### src/rtl/lpm_pkg.sv
package lpm_pkg;

    localparam int NUM_IRQ  = 8;
    localparam int SEL_W    = 3;
    localparam int BASE_EXP = 6;
    localparam int CNT_W    = BASE_EXP + (1 << SEL_W) - 1;
    localparam logic [NUM_IRQ-1:0] DEEP_WAKE_MASK = 8'b1100_0111;

    typedef enum logic [2:0] {
        ST_RUN    = 3'd0,
        ST_SLEEP  = 3'd1,
        ST_SSTBY  = 3'd2,
        ST_SETTLE = 3'd3,
        ST_RESET  = 3'd4,
        ST_HWSTBY = 3'd5
    } lpm_state_e;

    typedef enum logic [1:0] {
        ENT_SLEEP = 2'd0,
        ENT_SSTBY = 2'd1,
        ENT_BAD   = 2'd2
    } entry_e;

    typedef struct packed {
        logic cpu;
        logic per;
        logic osc;
    } clk_gate_t;

    function automatic clk_gate_t gate_for(lpm_state_e s);
        clk_gate_t g;
        case (s)
            ST_RUN:    g = '{cpu: 1'b1, per: 1'b1, osc: 1'b1};
            ST_SLEEP:  g = '{cpu: 1'b0, per: 1'b1, osc: 1'b1};
            ST_SETTLE: g = '{cpu: 1'b0, per: 1'b0, osc: 1'b1};
            ST_RESET:  g = '{cpu: 1'b0, per: 1'b0, osc: 1'b1};
            default:   g = '{cpu: 1'b0, per: 1'b0, osc: 1'b0};
        endcase
        return g;
    endfunction

    function automatic entry_e decode_entry(logic ssel, logic lspd, logic pss);
        if (!ssel && !lspd)
            return ENT_SLEEP;
        else if (ssel && !lspd && !pss)
            return ENT_SSTBY;
        else
            return ENT_BAD;
    endfunction

    function automatic logic [CNT_W-1:0] settle_load(logic [SEL_W-1:0] sel);
        int v;
        v = (1 << (BASE_EXP + int'(sel))) - 1;
        return CNT_W'(v);
    endfunction

endpackage

### src/rtl/lpm_wake.sv
module lpm_wake
    import lpm_pkg::*;
#(
    parameter int N_IRQ = NUM_IRQ,
    parameter logic [N_IRQ-1:0] DEEP_MASK = DEEP_WAKE_MASK
) (
    input  logic [N_IRQ-1:0] irq_req,
    input  logic [N_IRQ-1:0] irq_en,
    input  logic             cpu_mask,
    input  logic             nmi,
    output logic             wake_light,
    output logic             wake_deep
);

    logic [N_IRQ-1:0] qual;
    logic [N_IRQ-1:0] qual_deep;

    for (genvar i = 0; i < N_IRQ; i++) begin : g_qual
        assign qual[i]      = irq_req[i] & irq_en[i] & ~cpu_mask;
        assign qual_deep[i] = qual[i] & DEEP_MASK[i];
    end

    assign wake_light = nmi | (|qual);
    assign wake_deep  = nmi | (|qual_deep);

endmodule

### src/rtl/lpm_settle_cnt.sv
module lpm_settle_cnt #(
    parameter int W = 13
) (
    input  logic         clk,
    input  logic         rst,
    input  logic         load,
    input  logic [W-1:0] load_val,
    input  logic         dec,
    output logic         done
);

    logic [W-1:0] cnt;

    always_ff @(posedge clk) begin
        if (rst)
            cnt <= '0;
        else if (load)
            cnt <= load_val;
        else if (dec && cnt != '0)
            cnt <= cnt - 1'b1;
    end

    assign done = (cnt == '0);

endmodule

### src/rtl/lpm_fsm.sv
module lpm_fsm
    import lpm_pkg::*;
(
    input  logic       clk,
    input  logic       rst,
    input  logic       sleep_req,
    input  entry_e     entry,
    input  logic       wake_light,
    input  logic       wake_deep,
    input  logic       res_n,
    input  logic       stby_n,
    input  logic       cnt_done,
    output logic       cnt_load,
    output logic       cnt_dec,
    output lpm_state_e state,
    output logic       irq_pulse,
    output logic       rst_pulse,
    output logic       err_flag
);

    lpm_state_e nxt;
    logic       irq_set;
    logic       rst_set;
    logic       err_set;

    always_comb begin
        nxt      = state;
        cnt_load = 1'b0;
        cnt_dec  = 1'b0;
        irq_set  = 1'b0;
        rst_set  = 1'b0;
        err_set  = 1'b0;
        if (!stby_n) begin
            nxt = ST_HWSTBY;
        end else if (!res_n && state != ST_RESET) begin
            nxt      = ST_RESET;
            cnt_load = 1'b1;
        end else begin
            case (state)
                ST_RUN: begin
                    if (sleep_req) begin
                        case (entry)
                            ENT_SLEEP: nxt = ST_SLEEP;
                            ENT_SSTBY: nxt = ST_SSTBY;
                            default:   err_set = 1'b1;
                        endcase
                    end
                end
                ST_SLEEP: begin
                    if (wake_light) begin
                        nxt     = ST_RUN;
                        irq_set = 1'b1;
                    end
                end
                ST_SSTBY: begin
                    if (wake_deep) begin
                        nxt      = ST_SETTLE;
                        cnt_load = 1'b1;
                    end
                end
                ST_SETTLE: begin
                    if (cnt_done) begin
                        nxt     = ST_RUN;
                        irq_set = 1'b1;
                    end else begin
                        cnt_dec = 1'b1;
                    end
                end
                ST_RESET: begin
                    if (!cnt_done) begin
                        cnt_dec = 1'b1;
                    end else if (res_n) begin
                        nxt     = ST_RUN;
                        rst_set = 1'b1;
                    end
                end
                ST_HWSTBY: nxt = ST_HWSTBY;
                default:   nxt = ST_RUN;
            endcase
        end
    end

    always_ff @(posedge clk) begin
        if (rst) begin
            state     <= ST_RUN;
            irq_pulse <= 1'b0;
            rst_pulse <= 1'b0;
            err_flag  <= 1'b0;
        end else begin
            state     <= nxt;
            irq_pulse <= irq_set;
            rst_pulse <= rst_set;
            if (err_set)
                err_flag <= 1'b1;
        end
    end

endmodule

### src/rtl/lpm_ctrl.sv
module lpm_ctrl
    import lpm_pkg::*;
#(
    parameter int N_IRQ = NUM_IRQ,
    parameter logic [N_IRQ-1:0] DEEP_MASK = DEEP_WAKE_MASK
) (
    input  logic             clk,
    input  logic             rst,
    input  logic             sleep_req,
    input  logic             stby_sel,
    input  logic             lowspd_on,
    input  logic             wdt_pss,
    input  logic [SEL_W-1:0] settle_sel,
    input  logic [N_IRQ-1:0] irq_req,
    input  logic [N_IRQ-1:0] irq_en,
    input  logic             cpu_mask,
    input  logic             nmi,
    input  logic             res_n,
    input  logic             stby_n,
    output logic             cpu_clk_en,
    output logic             per_clk_en,
    output logic             osc_en,
    output logic             start_irq,
    output logic             start_rst,
    output logic             cfg_err,
    output logic [2:0]       state_o
);

    logic       wake_light;
    logic       wake_deep;
    logic       cnt_load;
    logic       cnt_dec;
    logic       cnt_done;
    lpm_state_e state;
    entry_e     entry;
    clk_gate_t  gate;

    assign entry = decode_entry(stby_sel, lowspd_on, wdt_pss);

    lpm_wake #(.N_IRQ(N_IRQ), .DEEP_MASK(DEEP_MASK)) u_wake (
        .irq_req    (irq_req),
        .irq_en     (irq_en),
        .cpu_mask   (cpu_mask),
        .nmi        (nmi),
        .wake_light (wake_light),
        .wake_deep  (wake_deep)
    );

    lpm_settle_cnt #(.W(CNT_W)) u_cnt (
        .clk      (clk),
        .rst      (rst),
        .load     (cnt_load),
        .load_val (settle_load(settle_sel)),
        .dec      (cnt_dec),
        .done     (cnt_done)
    );

    lpm_fsm u_fsm (
        .clk        (clk),
        .rst        (rst),
        .sleep_req  (sleep_req),
        .entry      (entry),
        .wake_light (wake_light),
        .wake_deep  (wake_deep),
        .res_n      (res_n),
        .stby_n     (stby_n),
        .cnt_done   (cnt_done),
        .cnt_load   (cnt_load),
        .cnt_dec    (cnt_dec),
        .state      (state),
        .irq_pulse  (start_irq),
        .rst_pulse  (start_rst),
        .err_flag   (cfg_err)
    );

    assign gate       = gate_for(state);
    assign cpu_clk_en = gate.cpu;
    assign per_clk_en = gate.per;
    assign osc_en     = gate.osc;
    assign state_o    = state;

endmodule

### config.mk
export PLATFORM = sky130hd
export DESIGN_NAME = lpm_ctrl
export DESIGN_NICKNAME = d
export VERILOG_FILES = /design/src/rtl/lpm_pkg.sv /design/src/rtl/lpm_wake.sv /design/src/rtl/lpm_settle_cnt.sv /design/src/rtl/lpm_fsm.sv /design/src/rtl/lpm_ctrl.sv
export SDC_FILE = /design/constraint.sdc
export NUM_CORES = 1
export LEC_CHECK = 0
export BUFFER_PORTS_ARGS = -buffer_cell sky130_fd_sc_hd__buf_2
export CAP_MARGIN = 20
export CELL_PAD_IN_SITES_DETAIL_PLACEMENT = 1
export CELL_PAD_IN_SITES_GLOBAL_PLACEMENT = 1
export CORE_UTILIZATION = 38
export CTS_CLUSTER_DIAMETER = 200
export DETAILED_ROUTE_END_ITERATION = 8
export PLACE_DENSITY_LB_ADDON = 0.1
export SETUP_SLACK_MARGIN = 0.5
export SYNTH_ARGS = -nofsm -noshare
export SYNTH_HDL_FRONTEND = slang
export SYNTH_SLANG_ARGS = --single-unit
### constraint.sdc
create_clock -name clk -period 2.8 [get_ports clk]
set_clock_uncertainty 0.15 [all_clocks]
set_input_delay 0.14 -clock clk [delete_from_list [all_inputs] [get_ports clk]]
set_output_delay 0.14 -clock clk [all_outputs]
set_load 0.02 [all_outputs]
# Word level (Yosys, flattened, before mapping)
# Cells that the tools add are included.
totals:
  out_inout_bits: 9
  reg_bits: 19
  input_bits: 29
  word_cells: 107
op_classes:
  add_sub_neg: 3
  n_mux: 32
  shifts: 1
  eq_ne: 21
  n_bitwise: 22
  reduce_logical: 22
ops:
  columns: ["operator", "count"]
  rows:
  - ["$mux 13", 2]
  - ["$mux 3", 8]
  - ["$pmux 3 s6", 1]
  - ["$and 1x1->1", 16]
  - ["$mux 1", 16]
  - ["$ne 4x2->1 const B", 4]
  - ["$reduce_and 7->1", 2]
  - ["$logic_not 13->1", 1]
  - ["$reduce_bool 13->1", 1]
  - ["$shl 1x4->13 const A", 1]
  - ["$sub 13x1->13 const B", 1]
  - ["$sub 13x2->13 const B", 1]
  - ["$reduce_or 5->1", 2]
  - ["$pmux 3 s3", 1]
  - ["$ne 2x1->1 const B", 4]
  - ["$ne 4x3->1 const B", 2]
  - ["$reduce_or 8->1", 1]
  - ["$eq 3x2->1 const B", 2]
  - ["$eq 3x3->1 const B", 2]
  - ["$ne 3x3->1 const B", 2]
  - ["$pmux 3 s2", 1]
  - ["$logic_and 1x1->1", 5]
  - ["$ne 5x4->1 const B", 1]
  - ["$add 3x3->4 const A", 1]
  - ["13 further kinds", 23]

# Longest topological paths before layout
depth:
  word_depth: 12
  mapped_depth: 10
  depth_no_buf: 9

# Hierarchy
# Synthesis repeated with hierarchy kept, for this count alone.
hier_totals:
  hier_cells: 205
  hier_area_um2: 1659.1
modules_own_cells:
  columns: ["module", "cells_each", "area_each_um2", "instances", "seq_area_each_um2"]
  rows:
  - ["lpm_settle_cnt", 100, 833.3, 1, 260.2]
  - ["lpm_fsm", 54, 444.2, 1, 120.1]
  - ["lpm_ctrl", 43, 315.3, 1, 0.0]
  - ["lpm_wake", 8, 66.3, 1, 0.0]

# Worst setup path before layout
# No wires, ideal clock.
synth_timing:
  path_kind: "register -> register"
  from: "register u_cnt.cnt[0]"
  to: "register u_fsm.state[1]"
  path_buffers: 0
  arrival_time_ps: 2040
  setup_time_ps: 112
  period_less_slack_ps: 2303
  path_slack_ps: 497
  stages_incl_launch_ff: 8
  required_time_ps: 2538
  path_cell_list: "dfxtp_1 > inv_1 > ha_1 > nor4b_4 > nand4_2 > a22o_1 > or4_1 > a2111oi_1"
synth_between:
  elab_chain_cells: 3
  word_cells_on_any_way: 4
  classes_between: "eq/ne: 2; reduce/logical: 2"
synth_rtl:
  columns: ["element", "line_no", "text"]
  rows:
  - ["from (decl)", "lpm_settle_cnt.sv:12", "logic [W-1:0] cnt;"]
  - ["from (signal assigned)", "lpm_settle_cnt.sv:18", "cnt <= load_val;"]
  - ["from (signal assigned)", "lpm_settle_cnt.sv:20", "cnt <= cnt - 1'b1;"]
  - ["$logic_not 13->1 *", "lpm_settle_cnt.sv:23", "assign done = (cnt == '0);"]
  - ["$ne 2x1->1 (no source line)", null, null]
  - ["$reduce_and 7->1 (no source line) *", null, null]
  - ["to (signal assigned)", "lpm_fsm.sv:90", "state <= nxt;"]
  - ["to (decl)", "lpm_fsm.sv:15", "output lpm_state_e state,"]
# Mark *: on every way between the ends. The rest lies on a longest branch, timed or not.
# A chain may end at the register's enable or synchronous reset.

# Final worst setup path
layout_timing:
  from: "register u_cnt.cnt[2]"
  to: "register u_cnt.cnt[11]"
layout_between:
  elab_chain_cells: 7
  word_cells_on_any_way: 11
  classes_between: "add/sub: 1; mux: 6; reduce/logical: 4"
layout_rtl:
  columns: ["element"]
  rows:
  - ["parallel branches: the longest is 7 deep, another holds $sub 13x1->13"]
# Several ways; the timed one is not identified. The select of a mux whose other input is x is not followed.

==> results.toml <==
[global_routing]
grt_usage_pct = 25.01
globalRoute.totalOverflow = 0
grt_max_degree = 27
grt_pass1_wl_um = 8369
grt_pass1_vias = 1776
antenna_found_initial = 0

[clock_network]
cts_sinks = 19
cts_buffer_depth = 2
clk_latency_ns = 0.27
clkTransAtPathRegs_ns = 0.08
htree_levels = 1
cts_root_buf = "clkbuf_8"
cts_tree = "built"
numCtsBuffers = 3

[status]
status = "finished, final reports clean"

[critical_path]
startpoint = "u_cnt.cnt[2]$_SDFFE_PP0P_"
worstReg2RegStart = "u_cnt.cnt[2]$_SDFFE_PP0P_"
crit_type = "reg2reg"
crit_path_end = "u_cnt.cnt[11]$_SDFFE_PP0P_"
crit_fanout = 4
rrSetupSlack_ns = 0.50
worstPathCellList = "nor3_1 -> nand4b_1 -> or4_1 -> o32a_1 -> o22ai_1"
end_kind = "flip-flop"
critPathSlowestCell = "or4_1"
reg2reg_depth = 5
cp_slowest_stage_delay_ns = 0.50
start_kind = "flip-flop"
required_ns = 2.84
cp.arrival_ns = 2.34
r2r-end = "u_cnt.cnt[11]$_SDFFE_PP0P_"

[timing]
post-route-min-period_ns = 2.304
max_slew_margin_pct = 54.27
grt_setup_unrepaired = "yes"
fin_hold_ws_ns = 0.05533
worst_pin_slew_ns = 0.6787
finalCritPeriodShare_pct = 82.28
finalSetupViolCount = 0
fmaxAchievable_mhz = 434.1
layout_setup_ws_ns = 0.4962
drv_slew = 0
finalSetupTns_ns = 0
hold_viol_final = 0

[place]
preCtsSetupSlack_ns = 0.2730
dp_cells = 276
place_area_mm2 = 0.001763
gp_congestion = 0.8852
portBuffers = 37
place_hpwl_um = 3508

[synth]
ys_seq_area_share_pct = 25.02
ys_warn_count = 0
synthFlopType = "dfxtp_1"
async_reset_ff_share_pct = 0
syn_area_mm2 = 0.001520
synth_edf_count = 0
syn_area_per_cell_um2 = 7.678
syn-num-nets = 233
post_synth_inst_count = 198
ys_seq_elements = 19
synth_cell_types = 50

[floorplan]
start_util_pct = 40.61
io_pins = 38
rows = 22
die_w_um = 65.25
dieArea_mm2 = 0.004258
die_h_um = 65.25
core-area_mm2 = 0.003744

[route]
viasPerCell = 6.053
routed_wl_um = 4835
wl_per_cell_um = 17.02
route.vias.total = 1719
antenna_left = 0
firstDrtPassIters = 4
drt_first_iter_violations = 87
drcViolationCount = 0

[job]
maxCapViolations = 0

[power]
power_density_mw_per_mm2 = 463.1
power_leakage_nw = 0.7565
ir_worst_vdd_uv = 281.7
total_power_mw = 0.8784

[layout]
final_common_cell = "buf_2"
final_core_util_pct = 50.67
drive_above_1_share_pct = 27.97
final_cell_mix = "37 x buf_2, 18 x dfxtp_1, 17 x nor2_1"
finalNonFillerCells = 284
diodes = 0
design_area_mm2 = 0.001897
fin_nets = 272
syn_to_final_growth_pct = 24.77

[min_path]
whs_path_depth = 3
min_from = "res_n"
hold_class = "in2reg"
report_power, final:
part           internal, mW  switching [mW]
combinational         0.150           0.196
clock                0.0994           0.103
sequential            0.297          0.0337
how the worst min path moves through the flow:
| stage | slack [ns] | endpoint |
|---|---|---|
| finish | 0.06 | u_fsm.rst_pulse$_SDFF_PP0_ |
| global placement | 0.28 | u_fsm.state[2]$_SDFFE_PP0P_ |
| global route | 0.07 | u_fsm.rst_pulse$_SDFF_PP0_ |
| floorplan | 0.1 | u_fsm.state[2]$_SDFFE_PP0P_ |
| CTS | 0.04 | u_fsm.rst_pulse$_SDFF_PP0_ |
| detailed placement | 0.28 | u_fsm.rst_pulse$_SDFF_PP0_ |
sequential cells by signal, indices dropped and copies added (netlist names):
| signal | count |
|---|---|
| u_fsm.err_flag | 1 |
| u_fsm.rst_pulse | 1 |
| u_fsm.irq_pulse | 1 |
| u_fsm.state | 3 |
| u_cnt.cnt | 13 |
critical path: cells and delay by family (launching register included):
kind,cells,cell delay (ns)
flip-flops,1,0.38
AO/OA/AOI/OAI,2,0.48
AND/OR/NAND/NOR,3,1.21
Yosys cell counts, types with 7 or more instances:
| cell type | count | area (µm²) |
|---|---|---|
| a211oi_1 | 7 | 52.55 |
| nand2_1 | 9 | 33.78 |
| clkbuf_1 | 12 | 45.04 |
| nand3_1 | 8 | 40.04 |
| dfxtp_1 | 19 | 380.4 |
| nor2_1 | 17 | 63.81 |
| inv_1 | 10 | 37.54 |
| nor3_1 | 8 | 40.04 |
| o21ai_0 | 8 | 40.04 |
| xor2_1 | 7 | 61.31 |
| a21oi_1 | 9 | 45.04 |
per-layer routing:
layer	share of wire [%]	track usage [%]	wire, µm
met5	0	0	0
met2	49	44.20	2354
met3	4.4	4.514	213
met1	47	31.76	2259
met4	0.17	4.076	8
kinds of logic after synthesis:
| family | Yosys count | synth area share [%] |
|---|---|---|
| compound gates | 58 | 26.50 |
| flops | 19 | 25.02 |
| buf+inv | 24 | 6.091 |
| fa+ha+maj | 6 | 4.938 |
| mux | 2 | 1.399 |
| xor+xnor | 9 | 5.185 |
| simple gates | 80 | 30.86 |
area by class of cell:
| type | count | area (µm²) |
|---|---|---|
| clock inverters | 1 | 5.005 |
| repair buffers | 48 | 270.3 |
| inverters | 10 | 37.54 |
| well taps | 48 | 60.06 |
| multi-input cells | 155 | 1101 |
| fillers | 492 | 1847 |
| flip-flops and latches | 19 | 381.6 |
| clock buffers | 3 | 41.29 |
what timing repair did:
item	CTS	global route
hold buffers	1	0
hold endpoints to repair	2	0
gates resized for setup	5	7
pin swaps	2	0
setup endpoints to repair	4	6
setup buffers	3	0
Power figures use the tool's default switching activity.
